<file path="config.mk">
export PLATFORM = sky130hd
export DESIGN_NAME = cic_interp32
export DESIGN_NICKNAME = d
export VERILOG_FILES = /design/src/rtl/cic_interp_pkg.sv /design/src/rtl/cic_comb_chain.sv /design/src/rtl/cic_integ_chain.sv /design/src/rtl/cic_interp32.sv
export SDC_FILE = /design/constraint.sdc
export NUM_CORES = 1
export LEC_CHECK = 0
export ABC_AREA = 1
export BUFFER_PORTS_ARGS = -buffer_cell sky130_fd_sc_hd__buf_2
export CORE_MARGIN = 3
export CORE_UTILIZATION = 63
export DETAILED_ROUTE_END_ITERATION = 12
export PLACE_DENSITY_LB_ADDON = 0.05
export SKIP_LAST_GASP = 1
export SLEW_MARGIN = 20
export SYNTH_ARGS = -nofsm -noshare
export SYNTH_HDL_FRONTEND = slang
export SYNTH_SLANG_ARGS = --single-unit
export TNS_END_PERCENT = 10
</file>
<file path="constraint.sdc">
create_clock -name clk -period 5.49 [get_ports clk]
set_input_delay 0.8235 -clock clk [delete_from_list [all_inputs] [get_ports clk]]
set_output_delay 0.8235 -clock clk [all_outputs]
set_load 0.02 [all_outputs]
</file>
<file path="src/rtl/cic_interp_pkg.sv">
package cic_interp_pkg;
  // Bit growth of an N-stage integrator chain driven by a hold of length 2^rl.
  function automatic int cic_growth(input int nstg, input int rl);
    return nstg * rl;
  endfunction
endpackage

</file>
<file path="src/rtl/cic_comb_chain.sv">
module cic_comb_chain #(
  parameter int NSTG = 4,
  parameter int CW   = 20
) (
  input  logic                 clk,
  input  logic                 rst_n,
  input  logic                 en,
  input  logic signed [CW-1:0] din,
  output logic signed [CW-1:0] dout
);
  logic signed [CW-1:0] stg   [0:NSTG];
  logic signed [CW-1:0] dly_q [0:NSTG-1];
  logic signed [CW-1:0] dly_d [0:NSTG-1];

  assign stg[0] = din;

  for (genvar k = 0; k < NSTG; k++) begin : g_stage
    assign stg[k+1] = stg[k] - dly_q[k];

    always_comb begin
      dly_d[k] = dly_q[k];
      if (en) dly_d[k] = stg[k];
    end

    always_ff @(posedge clk or negedge rst_n) begin
      if (!rst_n) dly_q[k] <= '0;
      else        dly_q[k] <= dly_d[k];
    end
  end

  assign dout = stg[NSTG];
endmodule

</file>
<file path="src/rtl/cic_integ_chain.sv">
module cic_integ_chain #(
  parameter int NSTG = 4,
  parameter int W    = 36
) (
  input  logic                clk,
  input  logic                rst_n,
  input  logic                en,
  input  logic signed [W-1:0] din,
  output logic signed [W-1:0] dout
);
  logic signed [W-1:0] acc_q [0:NSTG-1];
  logic signed [W-1:0] acc_d [0:NSTG-1];
  logic signed [W-1:0] src   [0:NSTG-1];

  for (genvar k = 0; k < NSTG; k++) begin : g_acc
    if (k == 0) begin : g_first
      assign src[k] = din;
    end else begin : g_next
      assign src[k] = acc_q[k-1];
    end

    always_comb begin
      acc_d[k] = acc_q[k];
      if (en) acc_d[k] = acc_q[k] + src[k];
    end

    always_ff @(posedge clk or negedge rst_n) begin
      if (!rst_n) acc_q[k] <= '0;
      else        acc_q[k] <= acc_d[k];
    end
  end

  assign dout = acc_q[NSTG-1];
endmodule

</file>
<file path="src/rtl/cic_interp32.sv">
module cic_interp32
  import cic_interp_pkg::*;
#(
  parameter int IW    = 16,
  parameter int NSTG  = 4,
  parameter int RLOG2 = 5,
  parameter int TRUNC = 20
) (
  input  logic                                clk,
  input  logic                                rst_n,
  input  logic [IW-1:0]                       in_data,
  input  logic                                in_vld,
  output logic [IW+NSTG*RLOG2-TRUNC-1:0]      out_data,
  output logic                                out_vld
);
  localparam int GROWTH = cic_growth(NSTG, RLOG2);
  localparam int W      = IW + GROWTH;
  localparam int CW     = IW + NSTG;

  logic signed [CW-1:0] comb_in;
  logic signed [CW-1:0] comb_out;
  logic signed [CW-1:0] comb_hold, hold_d;
  logic                 started_q, started_d;
  logic signed [W-1:0]  integ_in;
  logic signed [W-1:0]  integ_out;

  assign comb_in = {{NSTG{in_data[IW-1]}}, in_data};

  cic_comb_chain #(.NSTG(NSTG), .CW(CW)) u_comb (
    .clk  (clk),
    .rst_n(rst_n),
    .en   (in_vld),
    .din  (comb_in),
    .dout (comb_out)
  );

  // Zero-order hold of the comb result across one input period.
  always_comb begin
    hold_d    = comb_hold;
    started_d = started_q;
    if (in_vld) begin
      hold_d    = comb_out;
      started_d = 1'b1;
    end
  end

  always_ff @(posedge clk or negedge rst_n) begin
    if (!rst_n) begin
      comb_hold <= '0;
      started_q <= 1'b0;
    end else begin
      comb_hold <= hold_d;
      started_q <= started_d;
    end
  end

  assign integ_in = {{(W-CW){comb_hold[CW-1]}}, comb_hold};

  cic_integ_chain #(.NSTG(NSTG), .W(W)) u_integ (
    .clk  (clk),
    .rst_n(rst_n),
    .en   (started_q),
    .din  (integ_in),
    .dout (integ_out)
  );

  assign out_data = integ_out[W-1:TRUNC];
  assign out_vld  = started_q;
endmodule

</file>
==> results.sh, run 1 <==
export IMPL_outcome="finished with violations"
export IMPL_violations="negative setup slack"
export IMPL_slew_headroom=0.3043
export IMPL_dieWidth_um=190.0
export IMPL_core_area_um2=32950
export IMPL_synth_top_cell_by_area="dfrtp_1"
export IMPL_fin_tns_setup_ps=-808.3
export IMPL_hold_violations=0
export IMPL_yosysUniqueCellTypes=50
export IMPL_syn_inst=3087
export IMPL_drtAntennaViolNets=0
export IMPL_n_antenna_cell=0
export IMPL_final_area_um2=24800
export IMPL_rsz0062_at_grt="yes"
export IMPL_yosysSeqAreaShare=0.2793
export IMPL_grt_first_pass_wirelength_um=102900
export IMPL_startpoint="u_comb.dly_q[60]$_DFFE_PN0P_"
export IMPL_cts_tree="done"
export IMPL_drc=0
export IMPL_via_per_inst=6.020
export IMPL_max_freq_ghz=0.1757
export IMPL_numCtsBuffers=30
export IMPL_worstPathArrival_ps=6180
export IMPL_maxSlewViolCount=0
export IMPL_grt_overflow=0
export IMPL_yosysTopAreaCellShare=0.2793
export IMPL_wirelength_um=67440
export IMPL_grt_antenna_before_repair=1
export IMPL_worstMarginPinSlew_ps=1044
export IMPL_start_util=0.6473
export IMPL_worstHoldPathType="input pin to asynchronous set/reset pin"
export IMPL_clockRootBuffer="clkbuf_16"
export IMPL_setup_slack_ps=-202.3
export IMPL_synth_edff_count=0
export IMPL_dpl_instance_area_um2=22930
export IMPL_crit_slowest_cell="dfrtp_1"
export IMPL_period_share=1.037
export IMPL_die_area_um2=36100
export IMPL_insertion_delay_ps=610
export IMPL_finalNetCount=3494
export IMPL_timing_rr_start="u_comb.dly_q[60]$_DFFE_PN0P_"
export IMPL_synth_nets=3325
export IMPL_ys_warn_count=0
export IMPL_cap_violations=0
export IMPL_rows=66
export IMPL_synth_area_um2=21330
export IMPL_htreeDepth=1
export IMPL_avgSynthCellArea_um2=6.909
export IMPL_dp_cells=3651
export IMPL_period_needed_ps=5692
export IMPL_clk_pin_slew_ps=60
export IMPL_cp_num_buf_inv=6
export IMPL_fin_cells=3721
export IMPL_dpl_hpwl_um=48770
export IMPL_ys_top_cells_by_count="nand2_1, inv_1, o21ai_0, nor2_1, dfrtp_1"
export IMPL_grt_pass1_vias=21140
export IMPL_yosys_top_cells_area="dfrtp_1, nand2_1, ha_1, inv_1, o21ai_0"
export IMPL_dr_pass1_iters=6
export IMPL_ios=36
export IMPL_clock_skew_ps=36.26
export IMPL_critPathLaunchType="register"
export IMPL_cts_max_path_buffers=3
export IMPL_gp_congestion=1.006
export IMPL_wl_per_cell_um=18.12
export IMPL_path_delay_family="adder cells"
export IMPL_critPathRequiredTime_ps=5980
export IMPL_cts_hold_buffers=0
export IMPL_synthArstFlopShare=1.000
export IMPL_grt_max_degree=130
export IMPL_cpPeakStageDelay_ps=400
export IMPL_area_growth_pct=16.28
export IMPL_vias=22400
export IMPL_crit_type="register to register"
export IMPL_die_h_um=190.0
export IMPL_crit_fanout=4
export IMPL_synth_seq_cells=238
export IMPL_setup_viol=6
export IMPL_synth_flop_cell="dfrtp_1"
export IMPL_yosysMostFrequentCell="nand2_1"
export IMPL_drt_first_iter_violations=1903
export IMPL_io_buffer_count=35
export IMPL_clock_sinks=238
export IMPL_grt_total_usage=0.3479
export IMPL_drive_gt1_frac=0.1449
export IMPL_holdWs_ps=150.2
export IMPL_critical_path_endpoint_type="register"
[cell type report]
type | instances | area (µm²)
sequential | 238 | 5959
fill | 2436 | 8150
inverter | 369 | 1390
clock buffer | 36 | 783.3
tap | 442 | 553.0
timing repair buffer | 205 | 1488
clock inverter | 19 | 280.3
multi-input combinational | 2412 | 14350
[placed cells by master, fill, tap and decap left out, drive strengths merged, types with 43 or more instances in the layout]
master  netlist  layout
a21oi       251     251
a31oi        58      58
buf          29     205
dfrtp       238     238
ha          211     211
inv         369     369
nand2       843     843
nand3       145     145
nand4        43      43
nor2        259     259
o21ai       284     284
xnor2        61      61
xor2         52      52
[metrics by stage]
step / util / worst slack, ps
floorplan: - / -32.66
global placement: 0.6960 / -545.9
detailed placement: 0.6960 / -825.0
CTS: 0.7312 / 5.409
global route: 0.7526 / -462.8
finish: 0.7526 / -202.3
[flip-flops by register name (all words and copies together), names as in the netlist]
| name | count |
|---|---|
| u_comb.dly_q | 73 |
| comb_hold | 20 |
| u_integ.dout | 36 |
| out_vld | 1 |
| u_integ.acc_q | 108 |
[per-layer routing]
metal	track usage	wire length, µm	vias up
met5	0	0	-
met4	0.1214	2869	0
met3	0.05620	5163	232
met2	0.5897	31590	999
met1	0.4524	27820	10530
li1	-	-	10640
[timing repair]
action | in CTS | in global routing
pin swaps | 8 | 59
setup endpoints to repair | 4 | 10
buffers inserted | 2 | 13
resized for setup | 12 | 115
[worst register-to-register path, delay by kind of cell (launching register included)]
family	cells	cell delay (ps)
and+or+nand+nor	9	1170
adders and majority gates	5	1500
AOI/OAI and AO/OA	8	1160
DFF	1	400
buffers and inverters	6	740
xor gates and xnor gates	3	640
[final timing paths]
kind / endpoint / depth (start not counted) / slack (ps)
min in group clk: u_comb.dly_q[74]$_DFFE_PN0P_ / 3 / 450
max in group asynchronous: u_integ.acc_q[140]$_DFFE_PN0P_ / 2 / 4210
hold / removal: u_integ.dout[33]$_DFFE_PN0P_ / 1 / 150
setup reg to reg: comb_hold[19]$_DFFE_PN0P_ / 31 / -200
hold reg to reg: u_integ.dout[12]$_DFFE_PN0P_ / 2 / 500
setup / recovery: comb_hold[19]$_DFFE_PN0P_ / 31 / -200
[cell families after synthesis]
logic type | synth area share
buffers and inverters | 0.08020
and+or+nand+nor | 0.2758
AOI/OAI and AO/OA | 0.1867
xor gates and xnor gates | 0.04676
adders and majority gates | 0.1313
DFF | 0.2793
Power of run 1 is not shown: default switching activity piles up to over one toggle a cycle in this logic, so the estimate is an artifact.
==> inputs of run 2 (changes only) <==
TNS_END_PERCENT = unset   (was 10)
clock period = 6.5 ns   (was 5.49 ns; I/O delays follow)
==> run 2 against run 1 <==
Net effect:
- the flow now finishes without violations
- global-route usage is 1.1 points lower
- critical path depth is 2 higher
- final cell count is 4.4% lower
- clock skew is 12 ps lower
- final area is 7.9% lower
- utilization is 6.0 points lower
- worst hold slack better by 340 ps
- sequential share of layout area is 2.1 points higher
- critical endpoint unchanged
==> results.sh, run 2 (synthesized netlist as in run 1, its figures left out) <==
export IMPL_outcome="completed"
export IMPL_dieWidth_um=190.0
export IMPL_grt_overflow=0
export IMPL_via_per_inst=5.864
export IMPL_drtAntennaViolNets=0
export IMPL_final_util=0.6931
export IMPL_die_area_um2=36100
export IMPL_startpoint="in_data[0]"
export IMPL_finalNetCount=3331
export IMPL_io_buffer_count=35
export IMPL_period_needed_ps=5970
export IMPL_grt_pass1_vias=20020
export IMPL_dpl_hpwl_um=47270
export IMPL_cts_max_path_buffers=3
export IMPL_clock_skew_ps=23.92
export IMPL_critPathLaunchType="input pin"
export IMPL_worstMarginPinSlew_ps=1002
export IMPL_cts_tree="done"
export IMPL_path_delay_family="compound AO/OA/AOI/OAI gates"
export IMPL_period_share=0.9184
export IMPL_insertion_delay_ps=580
export IMPL_final_common_cell="nand2_1"
export IMPL_drc=0
export IMPL_postCtsSetupBuffers=0
export IMPL_start_util=0.6473
export IMPL_cpPeakStageDelay_ps=430
export IMPL_timing_rr_start="u_comb.dly_q[60]$_DFFE_PN0P_"
export IMPL_largest_reg_flops=108
export IMPL_cap_violations=0
export IMPL_worstPathArrival_ps=6430
export IMPL_clk_pin_slew_ps=60
export IMPL_hold_violations=0
export IMPL_clock_sinks=238
export IMPL_post_place_ws_ps=-77.54
export IMPL_final_area_um2=22840
export IMPL_crit_fanout=5
export IMPL_gp_congestion=0.9835
export IMPL_worstHoldPathType="input pin to asynchronous set/reset pin"
export IMPL_slew_headroom=0.3322
export IMPL_drt_first_iter_violations=1811
export IMPL_rows=66
export IMPL_drive_gt1_frac=0.06872
export IMPL_die_h_um=190.0
export IMPL_grt_max_degree=134
export IMPL_area_growth_pct=7.081
export IMPL_n_antenna_cell=0
export IMPL_maxSlewViolCount=0
export IMPL_max_freq_ghz=0.1675
export IMPL_top_register="u_integ.acc_q"
export IMPL_rsz0062_at_grt="yes"
export IMPL_grt_antenna_before_repair=0
export IMPL_ff2ff_setup_slack_ps=720
export IMPL_grt_first_pass_wirelength_um=99860
export IMPL_crit_type="input pin to register"
export IMPL_wl_per_cell_um=17.14
export IMPL_vias=20850
export IMPL_ios=36
export IMPL_clockRootBuffer="clkbuf_16"
export IMPL_grt_total_usage=0.3367
export IMPL_core_area_um2=32950
export IMPL_critical_path_endpoint_type="register"
export IMPL_htreeDepth=1
export IMPL_wirelength_um=60970
export IMPL_dr_pass1_iters=6
export IMPL_setup_viol=0
export IMPL_final_cell_mix="nand2_1, inv_1, o21ai_0"
export IMPL_cp_num_buf_inv=5
export IMPL_setup_slack_ps=530.2
export IMPL_critPathRequiredTime_ps=6960
export IMPL_dpl_instance_area_um2=21820
export IMPL_fin_tns_setup_ps=0
export IMPL_numCtsBuffers=29
export IMPL_crit_slowest_cell="fa_1"
-- run 2: cell count changes in the layout (fill, tap and decap cells not counted), sizes merged --
cell    change
clkinv      -3
buf       -162
clkbuf      +1
inv         +2
bufinv      -3
-- run 2: path summary, 6_finish.rpt --
kind,cells past startpoint,to
max,33,comb_hold[19]$_DFFE_PN0P_
min,1,u_integ.dout[29]$_DFFE_PN0P_
max reg2reg,31,comb_hold[19]$_DFFE_PN0P_
min reg2reg,2,u_comb.dly_q[43]$_DFFE_PN0P_
max in group asynchronous,2,comb_hold[18]$_DFFE_PN0P_
min in group clk,2,u_comb.dly_q[43]$_DFFE_PN0P_
-- run 2: final cells by class --
type | instances | area (µm²)
clock buffers | 37 | 815.8
clock inverters | 15 | 178.9
fillers | 2882 | 10110
inverters | 369 | 1388
multi-input cells | 2412 | 13680
flip-flops and latches | 238 | 5959
well taps | 442 | 553.0
repair buffers | 43 | 260.3
-- run 2: layer usage --
layer / GRT usage / part of all wire
met1: 0.4673 / 0.45
met2: 0.5567 / 0.45
met3: 0.03630 / 0.066
met4: 0.1024 / 0.032
met5: 0 / 0
-- run 2: through the flow --
stage | cells | hold slack (ps)
6_report | 3556 | 487.1
5_1_grt | 3556 | 513.5
4_1_cts | 3556 | 489.9
3_5_place_dp | 3504 | 473.2
3_3_place_gp | 3504 | 460.0
2_1_floorplan | 3087 | 448.3
-- run 2: what timing repair did --
action	CTS	global route
setup endpoints to repair	0	4
hold buffers	0	0
hold endpoints to repair	0	0
gates resized for setup	0	4
Power of run 2 is left out for the same reason.
==> inputs of run 3 (changes only) <==
--- a/config.mk
+++ b/config.mk
@@ -8,3 +8,3 @@
 export ABC_AREA = 1
-export BUFFER_PORTS_ARGS = -buffer_cell sky130_fd_sc_hd__buf_2
+export BUFFER_PORTS_ARGS = -buffer_cell sky130_fd_sc_hd__clkbuf_2
 export CORE_MARGIN = 3
@@ -14,3 +14,3 @@
 export SKIP_LAST_GASP = 1
-export SLEW_MARGIN = 20
+export SLEW_MARGIN = 5
 export SYNTH_ARGS = -nofsm -noshare
==> constraint.sdc (replaced) <==
create_clock -name clk -period 6.5 [get_ports clk]
set_input_delay 1.3 -clock clk [delete_from_list [all_inputs] [get_ports clk]]
set_output_delay 1.3 -clock clk [all_outputs]
set_load 0.02 [all_outputs]
==> run 3 against run 2 <==
Net effect:
- via count rose by 2.3%
- worst hold slack barely moved
- critical path depth fell by 3
- largest cell class unchanged
- flip-flop and latch count did not move
- worst setup slack got worse by 170 ps
- sequential share of layout area fell by 0.54 points
- global-route usage rose by 0.68 points
- utilization rose by 1.5 points
- non-clock buffer count rose by 60
==> results.sh, run 3 (synthesized netlist as in run 1, its figures left out) <==
export IMPL_outcome="completed"
export IMPL_grt_first_pass_wirelength_um=102000
export IMPL_rsz0062_at_grt="yes"
export IMPL_n_antenna_cell=0
export IMPL_start_util=0.6473
export IMPL_final_area_um2=23320
export IMPL_drt_first_iter_violations=1863
export IMPL_worstMarginPinSlew_ps=956.1
export IMPL_seqCellArea_um2=5959
export IMPL_finalNetCount=3392
export IMPL_dp_cells=3563
export IMPL_dpl_hpwl_um=48010
export IMPL_slew_headroom=0.3626
export IMPL_crit_type="input pin to register"
export IMPL_dr_pass1_iters=6
export IMPL_worstPathArrival_ps=6630
export IMPL_post_place_ws_ps=-223.0
export IMPL_clock_skew_ps=13.19
export IMPL_top_register="u_integ.acc_q"
export IMPL_cts_max_path_buffers=3
export IMPL_numCtsBuffers=30
export IMPL_critPathLaunchType="input pin"
export IMPL_die_area_um2=36100
export IMPL_wl_per_cell_um=17.16
export IMPL_core_area_um2=32950
export IMPL_setup_viol=0
export IMPL_path_delay_family="adder cells"
export IMPL_worst_r2r_endpoint="comb_hold[18]$_DFFE_PN0P_"
export IMPL_final_cell_mix="nand2_1, inv_1, o21ai_0"
export IMPL_rows=66
export IMPL_via_per_inst=5.890
export IMPL_area_growth_pct=9.328
export IMPL_grt_total_usage=0.3435
export IMPL_grt_antenna_before_repair=0
export IMPL_clk_pin_slew_ps=60
export IMPL_dpl_instance_area_um2=22250
export IMPL_die_h_um=190.0
export IMPL_nFillCells=2755
export IMPL_crit_slowest_cell="nor4_1"
export IMPL_grt_pass1_vias=20610
export IMPL_cap_violations=0
export IMPL_cpPeakStageDelay_ps=400
export IMPL_grt_overflow=0
export IMPL_drc=0
export IMPL_insertion_delay_ps=580
export IMPL_clockRootBuffer="clkbuf_16"
export IMPL_clock_sinks=238
export IMPL_final_common_cell="nand2_1"
export IMPL_vias=21320
export IMPL_fin_tns_setup_ps=0
export IMPL_crit_fanout=5
export IMPL_largest_reg_flops=108
export IMPL_ff2ff_setup_slack_ps=860
export IMPL_gp_congestion=0.9826
export IMPL_worstHoldPathType="register to register"
export IMPL_cts_tree="done"
export IMPL_critPathRequiredTime_ps=7000
export IMPL_dieWidth_um=190.0
export IMPL_multi_input_area_um2=13680
export IMPL_grt_max_degree=102
export IMPL_hold_depth=2
export IMPL_timing_rr_start="u_comb.dly_q[60]$_DFFE_PN0P_"
export IMPL_min_to="u_comb.dly_q[45]$_DFFE_PN0P_"
export IMPL_hold_violations=0
export IMPL_min_from="u_comb.dly_q[45]$_DFFE_PN0P_"
export IMPL_setup_slack_ps=363.3
export IMPL_ios=36
export IMPL_critical_path_endpoint_type="register"
export IMPL_drtAntennaViolNets=0
export IMPL_maxSlewViolCount=0
export IMPL_fin_cells=3620
export IMPL_max_freq_ghz=0.1630
export IMPL_wirelength_um=62120
export IMPL_drive_gt1_frac=0.08685
export IMPL_io_buffer_count=35
export IMPL_period_needed_ps=6137
export IMPL_cp_num_buf_inv=5
export IMPL_period_share=0.9441
export IMPL_r2r_cells=28
export IMPL_htreeDepth=1
==> run 3: routing by layer <==
metal | vias up | wire, µm | global-route usage
met5 | - | 0 | 0
met4 | 0 | 2257 | 0.1214
met3 | 150 | 4294 | 0.04680
met2 | 804 | 28230 | 0.5664
met1 | 9944 | 27340 | 0.4652
li1 | 10430 | - | -
==> run 3: area by class of cell <==
| cell class | count | area share |
|---|---|---|
| timing repair buffer | 103 | 0.02994 |
| multi-input combinational | 2412 | 0.5869 |
| sequential | 238 | 0.2556 |
| tap | 442 | 0.02372 |
| clock inverter | 20 | 0.009391 |
| inverter | 369 | 0.05951 |
| clock buffer | 36 | 0.03493 |
==> run 3: repair_timing <==
action                     in CTS  in global routing
buffers inserted                0                  1
resized for setup               0                  6
setup endpoints to repair       0                  3
hold buffers                    0                  0
==> run 3: how the worst max path moves through the flow <==
| stage | cells after the start | to | startpoint | slack [ps] |
|---|---|---|---|---|
| 3_5_place_dp | 30 | comb_hold[17]$_DFFE_PN0P_ | in_data[0] | -220 |
| 5_1_grt | 30 | comb_hold[17]$_DFFE_PN0P_ | in_data[0] | -40 |
| 6_report | 30 | comb_hold[18]$_DFFE_PN0P_ | in_data[0] | 360 |
| 4_1_cts | 30 | comb_hold[17]$_DFFE_PN0P_ | in_data[0] | 340 |
| 3_3_place_gp | 31 | comb_hold[13]$_DFFE_PN0P_ | in_data[0] | -60 |
| 2_1_floorplan | 33 | comb_hold[19]$_DFFE_PN0P_ | in_data[0] | 440 |
==> run 3: stage by stage <==
stage | hold WS (ps) | utilization
6_report | 487.6 | 0.7076
5_1_grt | 513.7 | 0.7076
4_1_cts | 488.4 | 0.7067
3_5_place_dp | 474.8 | 0.6753
3_3_place_gp | 462.1 | 0.6753
2_1_floorplan | 448.3 | -
==> run 3: worst min-delay path: stages (launching register included) <==
cell and delay, ps:
dfrtp_1 340, nand2_1 50, o21ai_0 60
Power of run 3 is left out for the same reason.
